## config.mk

```make
export PLATFORM = sky130hd
export DESIGN_NAME = prog_status_readback
export DESIGN_NICKNAME = d
export VERILOG_FILES = /design/src/rtl/psr_pkg.sv /design/src/rtl/psr_access_edge.sv /design/src/rtl/psr_toggle_track.sv /design/src/rtl/psr_out_mux.sv /design/src/rtl/prog_status_readback.sv
export SDC_FILE = /design/constraint.sdc
export NUM_CORES = 1
export LEC_CHECK = 0
export CORE_AREA = 3 3 40 42
export CTS_CLUSTER_SIZE = 8
export DETAILED_ROUTE_END_ITERATION = 12
export DIE_AREA = 0 0 43 45
export HOLD_SLACK_MARGIN = 0.08
export PLACE_DENSITY = 0.42
export SYNTH_ARGS = -nofsm -noshare
export SYNTH_HDL_FRONTEND = slang
export SYNTH_SLANG_ARGS = --single-unit
```

## constraint.sdc

```tcl
create_clock -name clk -period 0.8 [get_ports clk]
set_clock_uncertainty 0.05 [all_clocks]
set_input_delay 0.12 -clock clk [delete_from_list [all_inputs] [get_ports clk]]
set_output_delay 0.12 -clock clk [all_outputs]
set_load 0.02 [all_outputs]
```

## src/rtl/psr_pkg.sv

```systemverilog
package psr_pkg;
  typedef enum logic {SRC_ARRAY = 1'b0, SRC_STATUS = 1'b1} src_sel_e;

  // Parity of access count -> value of the toggle bit in the status word.
  function automatic logic toggle_from_parity(input logic odd_count);
    return odd_count;
  endfunction
endpackage

```

## src/rtl/psr_access_edge.sv

```systemverilog
module psr_access_edge (
  input  logic clk,
  input  logic rst_n,
  input  logic req,
  output logic start
);
  logic req_q;

  always_ff @(posedge clk or negedge rst_n) begin
    if (!rst_n) req_q <= 1'b0;
    else        req_q <= req;
  end

  assign start = req & ~req_q;
endmodule

```

## src/rtl/psr_toggle_track.sv

```systemverilog
module psr_toggle_track (
  input  logic clk,
  input  logic rst_n,
  input  logic busy,
  input  logic acc_start,
  output logic tgl
);
  import psr_pkg::*;
  logic odd_q;
  logic odd_d;

  always_comb begin
    if (!busy) odd_d = 1'b0;
    else       odd_d = odd_q ^ acc_start;
  end

  always_ff @(posedge clk or negedge rst_n) begin
    if (!rst_n) odd_q <= 1'b0;
    else        odd_q <= odd_d;
  end

  assign tgl = toggle_from_parity(odd_q);
endmodule

```

## src/rtl/psr_out_mux.sv

```systemverilog
module psr_out_mux #(
  parameter int DATA_W   = 8,
  parameter int POLL_POS = 7,
  parameter int TGL_POS  = 6
) (
  input  psr_pkg::src_sel_e sel,
  input  logic              ref_msb,
  input  logic              tgl,
  input  logic [DATA_W-1:0] array_data,
  output logic [DATA_W-1:0] dout
);
  import psr_pkg::*;
  logic [DATA_W-1:0] status_word;

  for (genvar i = 0; i < DATA_W; i++) begin : g_bit
    if (i == POLL_POS) begin : g_poll
      assign status_word[i] = ~ref_msb;
    end else if (i == TGL_POS) begin : g_tgl
      assign status_word[i] = tgl;
    end else begin : g_zero
      assign status_word[i] = 1'b0;
    end
  end

  assign dout = (sel == SRC_STATUS) ? status_word : array_data;
endmodule

```

## src/rtl/prog_status_readback.sv

```systemverilog
module prog_status_readback #(
  parameter int DATA_W   = 8,
  parameter int POLL_POS = DATA_W - 1,
  parameter int TGL_POS  = DATA_W - 2
) (
  input  logic              clk,
  input  logic              rst_n,
  input  logic              busy,
  input  logic              wr_ref_msb,
  input  logic              rd_act,
  input  logic [DATA_W-1:0] array_data,
  output logic [DATA_W-1:0] dout
);
  import psr_pkg::*;

  logic      rd_start;
  logic      tgl_bit;
  src_sel_e  src_sel;

  psr_access_edge u_edge (
    .clk   (clk),
    .rst_n (rst_n),
    .req   (rd_act),
    .start (rd_start)
  );

  psr_toggle_track u_tgl (
    .clk       (clk),
    .rst_n     (rst_n),
    .busy      (busy),
    .acc_start (rd_start),
    .tgl       (tgl_bit)
  );

  assign src_sel = busy ? SRC_STATUS : SRC_ARRAY;

  psr_out_mux #(
    .DATA_W   (DATA_W),
    .POLL_POS (POLL_POS),
    .TGL_POS  (TGL_POS)
  ) u_mux (
    .sel        (src_sel),
    .ref_msb    (wr_ref_msb),
    .tgl        (tgl_bit),
    .array_data (array_data),
    .dout       (dout)
  );
endmodule

```

==> impl_metrics.csv, run 1 <==
group,metric,value,unit
floorplanning,coreArea,1280,µm²
min_path,min-delay-start,"busy",
layout,final_cell_area,428,µm²
sta,rsz0062_at_grt,"true",
min_path,hp-class,"in2reg",
run,maxCapViolCount,0,
logic_synthesis,yosysTopAreaCellShare,33.9,%
place,place.gp.congestion,0.806,
critical_path,path_max_fanout,1,
routing,drt_iter0_drc,0,
sta,fin_crit_sh,129,%
routing,wl,645,µm
min_path,min_to,"u_tgl.tgl",
layout,fillers,147,
logic_synthesis,seq_area_frac_synth,33.9,%
sta,post-route-min-period,1.03,ns
critical_path,rr_worst_depth,2,
logic_synthesis,synth_warnings,0,
clock_tree,path_clk_slew,0.03,ns
logic_synthesis,yosys-top-cells-area,"dfrtp_1 34%, nor2b_1 30%, buf_6 7.6%",
clock_tree,clock-sinks,2,
layout,mostFrequentLayoutCells,"7 x buf_4, 6 x dlygate4sd2_1, 4 x nor2b_1, 4 x buf_6",
global_routing,grt_usage,8.08,%
status,violations,"setup timing",
sta,hold_viol,0,
critical_path,critPathArrivalTime,0.86,ns
logic_synthesis,post-synth-top-area-cell,"dfrtp_1",
logic_synthesis,synth_area,148,µm²
routing,drc,0,
layout,synthToLayoutAreaGrowth,190,%
critical_path,cp-end-kind,"output port",
layout,drive_gt1_share,46.5,%
logic_synthesis,yosysUniqueCellTypes,9,
critical_path,criticalPathCategory,"in2out",
sta,worst_slack,-0.233,ns
routing,final_antenna_net_count,0,
clock_tree,cts_tree,"yes",
global_routing,grt_start_max_net_pins,6,
sta,slew_headroom,91.5,%
layout,mostFrequentLayoutCell,"buf_4",
routing,avgViaCountPerCell,3.74,
place,post-place-cells,53,
routing,via_count,217,
place,dpl_cell_area,374,µm²
floorplanning,row_count,13,
global_routing,grt_pass1_vias,243,
global_routing,grt_pass1_wl,1060,µm
critical_path,critPathLaunchType,"input port",
power,cellLeakagePower,0.211,nW
clock_tree,numCtsBuffers,3,
power,ir_drop,653,µV
sta,worst_pin_slew,0.125,ns
critical_path,required,0.63,ns
min_path,whs_path_depth,4,
power,powerDensity,1220,nW/µm²
floorplanning,die_y,45,µm
layout,fin_cells,58,
clock_tree,htree_levels,1,
critical_path,r2r_slack,0.04,ns
sta,finalMaxSlewViolations,0,
logic_synthesis,ys_ff_latch,2,
place,io_buffer_count,20,
critical_path,r2r-start,"u_edge.req_q",
status,outcome,"complete, but fails checks",
critical_path,r2r-end,"u_tgl.tgl",
clock_tree,ctsRootBufferMaster,"clkbuf_4",
floorplanning,start_util,11.5,%
floorplanning,ios,21,
floorplanning,dieArea,1940,µm²
power,totalPowerFinal,0.000524,W
routing,dr.pass1.iters,1,
logic_synthesis,syn_inst,17,
clock_tree,insertion_delay,0.22,ns
clock_tree,cts.path.max_buffers,2,
floorplanning,die_w,43,µm
global_routing,antenna_found_initial,0,
global_routing,grt-ovfl-total,0,
logic_synthesis,syn_avg_cell_area,8.68,µm²
sta,fmax,968,MHz
layout,fin_nets,58,
logic_synthesis,syn_nets,30,
layout,insertedDiodeCount,0,
routing,wl_per_cell,11.1,µm
sta,setup_violations,2,
-- metal layers --
metal	up-vias	share of wire, %	track usage [%]
met4	0	0	7.23
li1	106	-	-
met5	-	0	0
met3	0	18	5.18
met2	19	49	12.6
met1	92	33	7.25
-- flip-flops by register name, summed over array words and instances (netlist names) --
name          cells
u_edge.req_q      1
u_tgl.tgl         1
-- through the flow --
step | TNS (ns) | setup WS, ns | util, % | hold WS (ns)
2_1_floorplan | 0 | 0.0400 | - | -0.226
3_3_place_gp | -6.85 | -0.942 | 29.1 | 0.239
3_5_place_dp | -6.91 | -0.947 | 29.1 | 0.245
4_1_cts | -0.281 | -0.252 | 32.0 | 0.248
5_1_grt | -0.385 | -0.287 | 33.3 | 0.318
6_report | -0.258 | -0.233 | 33.3 | 0.279
-- kinds of logic after synthesis --
kind of cell	after synthesis	share of synthesized area, %
compound gates	2	6.77
buf+inv	3	12.7
flops	2	33.9
mux	1	6.78
simple gates	9	39.8
-- cell type report --
class	count	area, µm²	area share [%]
Inverter	2	7.51	1.75
Clock buffer	3	22.5	5.26
Multi-Input combinational cell	12	104	24.3
Timing Repair Buffer	24	225	52.6
Sequential cell	2	50.0	11.7
Tap cell	15	18.8	4.39
-- cells in the mapped netlist (all sizes together) --
cell     number
nand4bb       1
nand2         1
mux2i         1
buf           1
dfrtp         2
nor2b         7
inv           2
o21ai         2
-- worst max-delay path by stage --
stage / from / to / slack [ns] / cells after the start
CTS: u_tgl.tgl / dout[6] / -0.25 / 3
global route: u_tgl.tgl / dout[6] / -0.29 / 3
finish: array_data[6] / dout[6] / -0.23 / 4
global placement: busy / dout[7] / -0.94 / 4
floorplan: u_tgl.tgl / dout[6] / 0.04 / 2
detailed placement: busy / dout[7] / -0.95 / 4
-- timing repair --
action | in CTS | in global routing
setup endpoints to repair | 9 | 6
hold endpoints to repair | 2 | 0
cloned | 1 | 0
hold buffers | 1 | 0
pin swaps | 2 | 0
setup buffers | 1 | 0
gates resized for setup | 61 | 6
-- where the power goes --
part / internal (W) / switching, W / total, W
clock: 0.000165 / 0.0000557 / 0.000221
sequential: 0.000108 / 0.00000294 / 0.000111
combinational: 0.000114 / 0.0000775 / 0.000191
-- critical path, stage by stage --
cell,delay [ns]
clkdlybuf4s50_1,0.45
inv_1,0.04
o21ai_1,0.10
buf_4,0.15
Note: power is estimated with default switching activity, not from simulation.
==> inputs of run 2 (changes only) <==
- clock period: 0.8 -> 1.06 ns (I/O delays scaled with it)
==> impl_metrics.csv, run 2 (synthesis gave the netlist of run 1 again) <==
group,metric,value,unit
global_routing,grt_pass1_wl,972,µm
layout,fin_nets,57,
clock_tree,htree_levels,1,
min_path,min_to,"u_tgl.tgl",
floorplanning,start_util,11.5,%
critical_path,critPathArrivalTime,0.92,ns
global_routing,grt-ovfl-total,0,
layout,mostFrequentLayoutCells,"9 x buf_4, 6 x nor2b_1, 6 x dlygate4sd2_1, 5 x clkdlybuf4s50_1, 3 x clkbuf_4",
sta,fmax,889,MHz
clock_tree,clock-sinks,2,
global_routing,grt_usage,7.23,%
critical_path,r2r-end,"u_tgl.tgl",
sta,slew_headroom,87.2,%
layout,regArea,50.0,µm²
sta,rsz0062_at_grt,"true",
clock_tree,numCtsBuffers,3,
sta,hold_viol,0,
power,cellLeakagePower,0.188,nW
layout,synthToLayoutAreaGrowth,155,%
critical_path,cp-end-kind,"output port",
layout,fillers,141,
power,powerDensity,1000,nW/µm²
sta,setup_violations,3,
min_path,hp-class,"in2reg",
floorplanning,die_w,43,µm
layout,drive_gt1_share,35.7,%
routing,drc,0,
min_path,whs_path_depth,3,
routing,via_count,212,
sta,worst_pin_slew,0.192,ns
layout,final_cell_area,377,µm²
clock_tree,ctsRootBufferMaster,"clkbuf_4",
clock_tree,cts_tree,"yes",
layout,multiInputGateArea,81.3,µm²
status,violations,"setup timing",
clock_tree,path_clk_slew,0.03,ns
sta,finalMaxSlewViolations,0,
status,outcome,"complete, but fails checks",
critical_path,path_max_fanout,1,
sta,worst_slack,-0.0649,ns
sta,tns,-0.142,ns
clock_tree,cts.path.max_buffers,2,
clock_tree,insertion_delay,0.22,ns
critical_path,rr_worst_depth,4,
critical_path,r2r-start,"u_tgl.tgl",
critical_path,criticalPathCategory,"in2out",
routing,drt_iter0_drc,7,
sta,post-route-min-period,1.12,ns
floorplanning,dieArea,1940,µm²
routing,wl,565,µm
layout,insertedDiodeCount,0,
place,place_hpwl,460,µm
critical_path,r2r_slack,0.16,ns
run,maxCapViolCount,0,
layout,mostFrequentLayoutCell,"buf_4",
routing,final_antenna_net_count,0,
floorplanning,ios,21,
global_routing,grt_start_max_net_pins,11,
floorplanning,die_y,45,µm
global_routing,grt_pass1_vias,246,
min_path,min-delay-start,"busy",
floorplanning,coreArea,1280,µm²
critical_path,critPathLaunchType,"input port",
routing,avgViaCountPerCell,3.72,
power,totalPowerFinal,0.000377,W
power,ir_drop,353,µV
layout,utilization,29.3,%
sta,fin_crit_sh,106,%
floorplanning,row_count,13,
routing,wl_per_cell,9.91,µm
global_routing,antenna_found_initial,0,
critical_path,required,0.85,ns
place,place.gp.congestion,0.691,
routing,dr.pass1.iters,4,
place,io_buffer_count,20,
place,dpl_cell_area,363,µm²
[run 2: final cells by class]
class / count / share of cell area [%]
Sequential cell: 2 / 13.3
Multi-Input combinational cell: 12 / 21.6
Tap cell: 15 / 4.98
Inverter: 2 / 1.99
Timing Repair Buffer: 23 / 52.2
Clock buffer: 3 / 5.98
[run 2: repair_timing]
action | 4_1_cts | 5_1_grt
endpoints found under the setup margin | 9 | 3
hold endpoints to repair | 2 | 0
setup buffers | 1 | 0
gates resized for setup | 54 | 1
hold buffers | 1 | 0
[run 2: worst max path at each step]
stage | start | to | slack [ns] | depth (start not counted)
floorplan | busy | dout[6] | 0.08 | 2
global placement | busy | dout[7] | -0.81 | 3
detailed placement | busy | dout[7] | -0.88 | 3
CTS | array_data[6] | dout[6] | -0.06 | 4
global route | u_tgl.tgl | dout[6] | -0.12 | 3
finish | array_data[6] | dout[6] | -0.06 | 4
[run 2: stage by stage]
step                      setup slack [ns]  std cells  hold slack (ns)
after global placement              -0.810         52            0.277
after CTS                          -0.0561         57            0.256
final                              -0.0649         57            0.261
after global routing                -0.119         57            0.295
after detailed placement            -0.875         52            0.294
after floorplan                     0.0795         17           -0.187
[run 2: power breakdown]
part           switching [W]  internal, W
Combinational      0.0000518    0.0000707
Clock              0.0000455     0.000125
Sequential        0.00000243    0.0000816
Total              0.0000998     0.000277
[run 2: layer usage]
metal / up-vias / wire length (µm) / global-route usage (%)
met5: - / 0 / 0
met4: 0 / 0 / 7.23
met3: 0 / 104 / 4.38
met2: 23 / 241 / 10.2
met1: 85 / 218 / 7.19
li1: 104 / - / -
[run 2: critical path, cell delays in order]
cell and delay (ns):
clkdlybuf4s50_1 0.45, inv_1 0.04, o21ai_1 0.11, buf_4 0.15
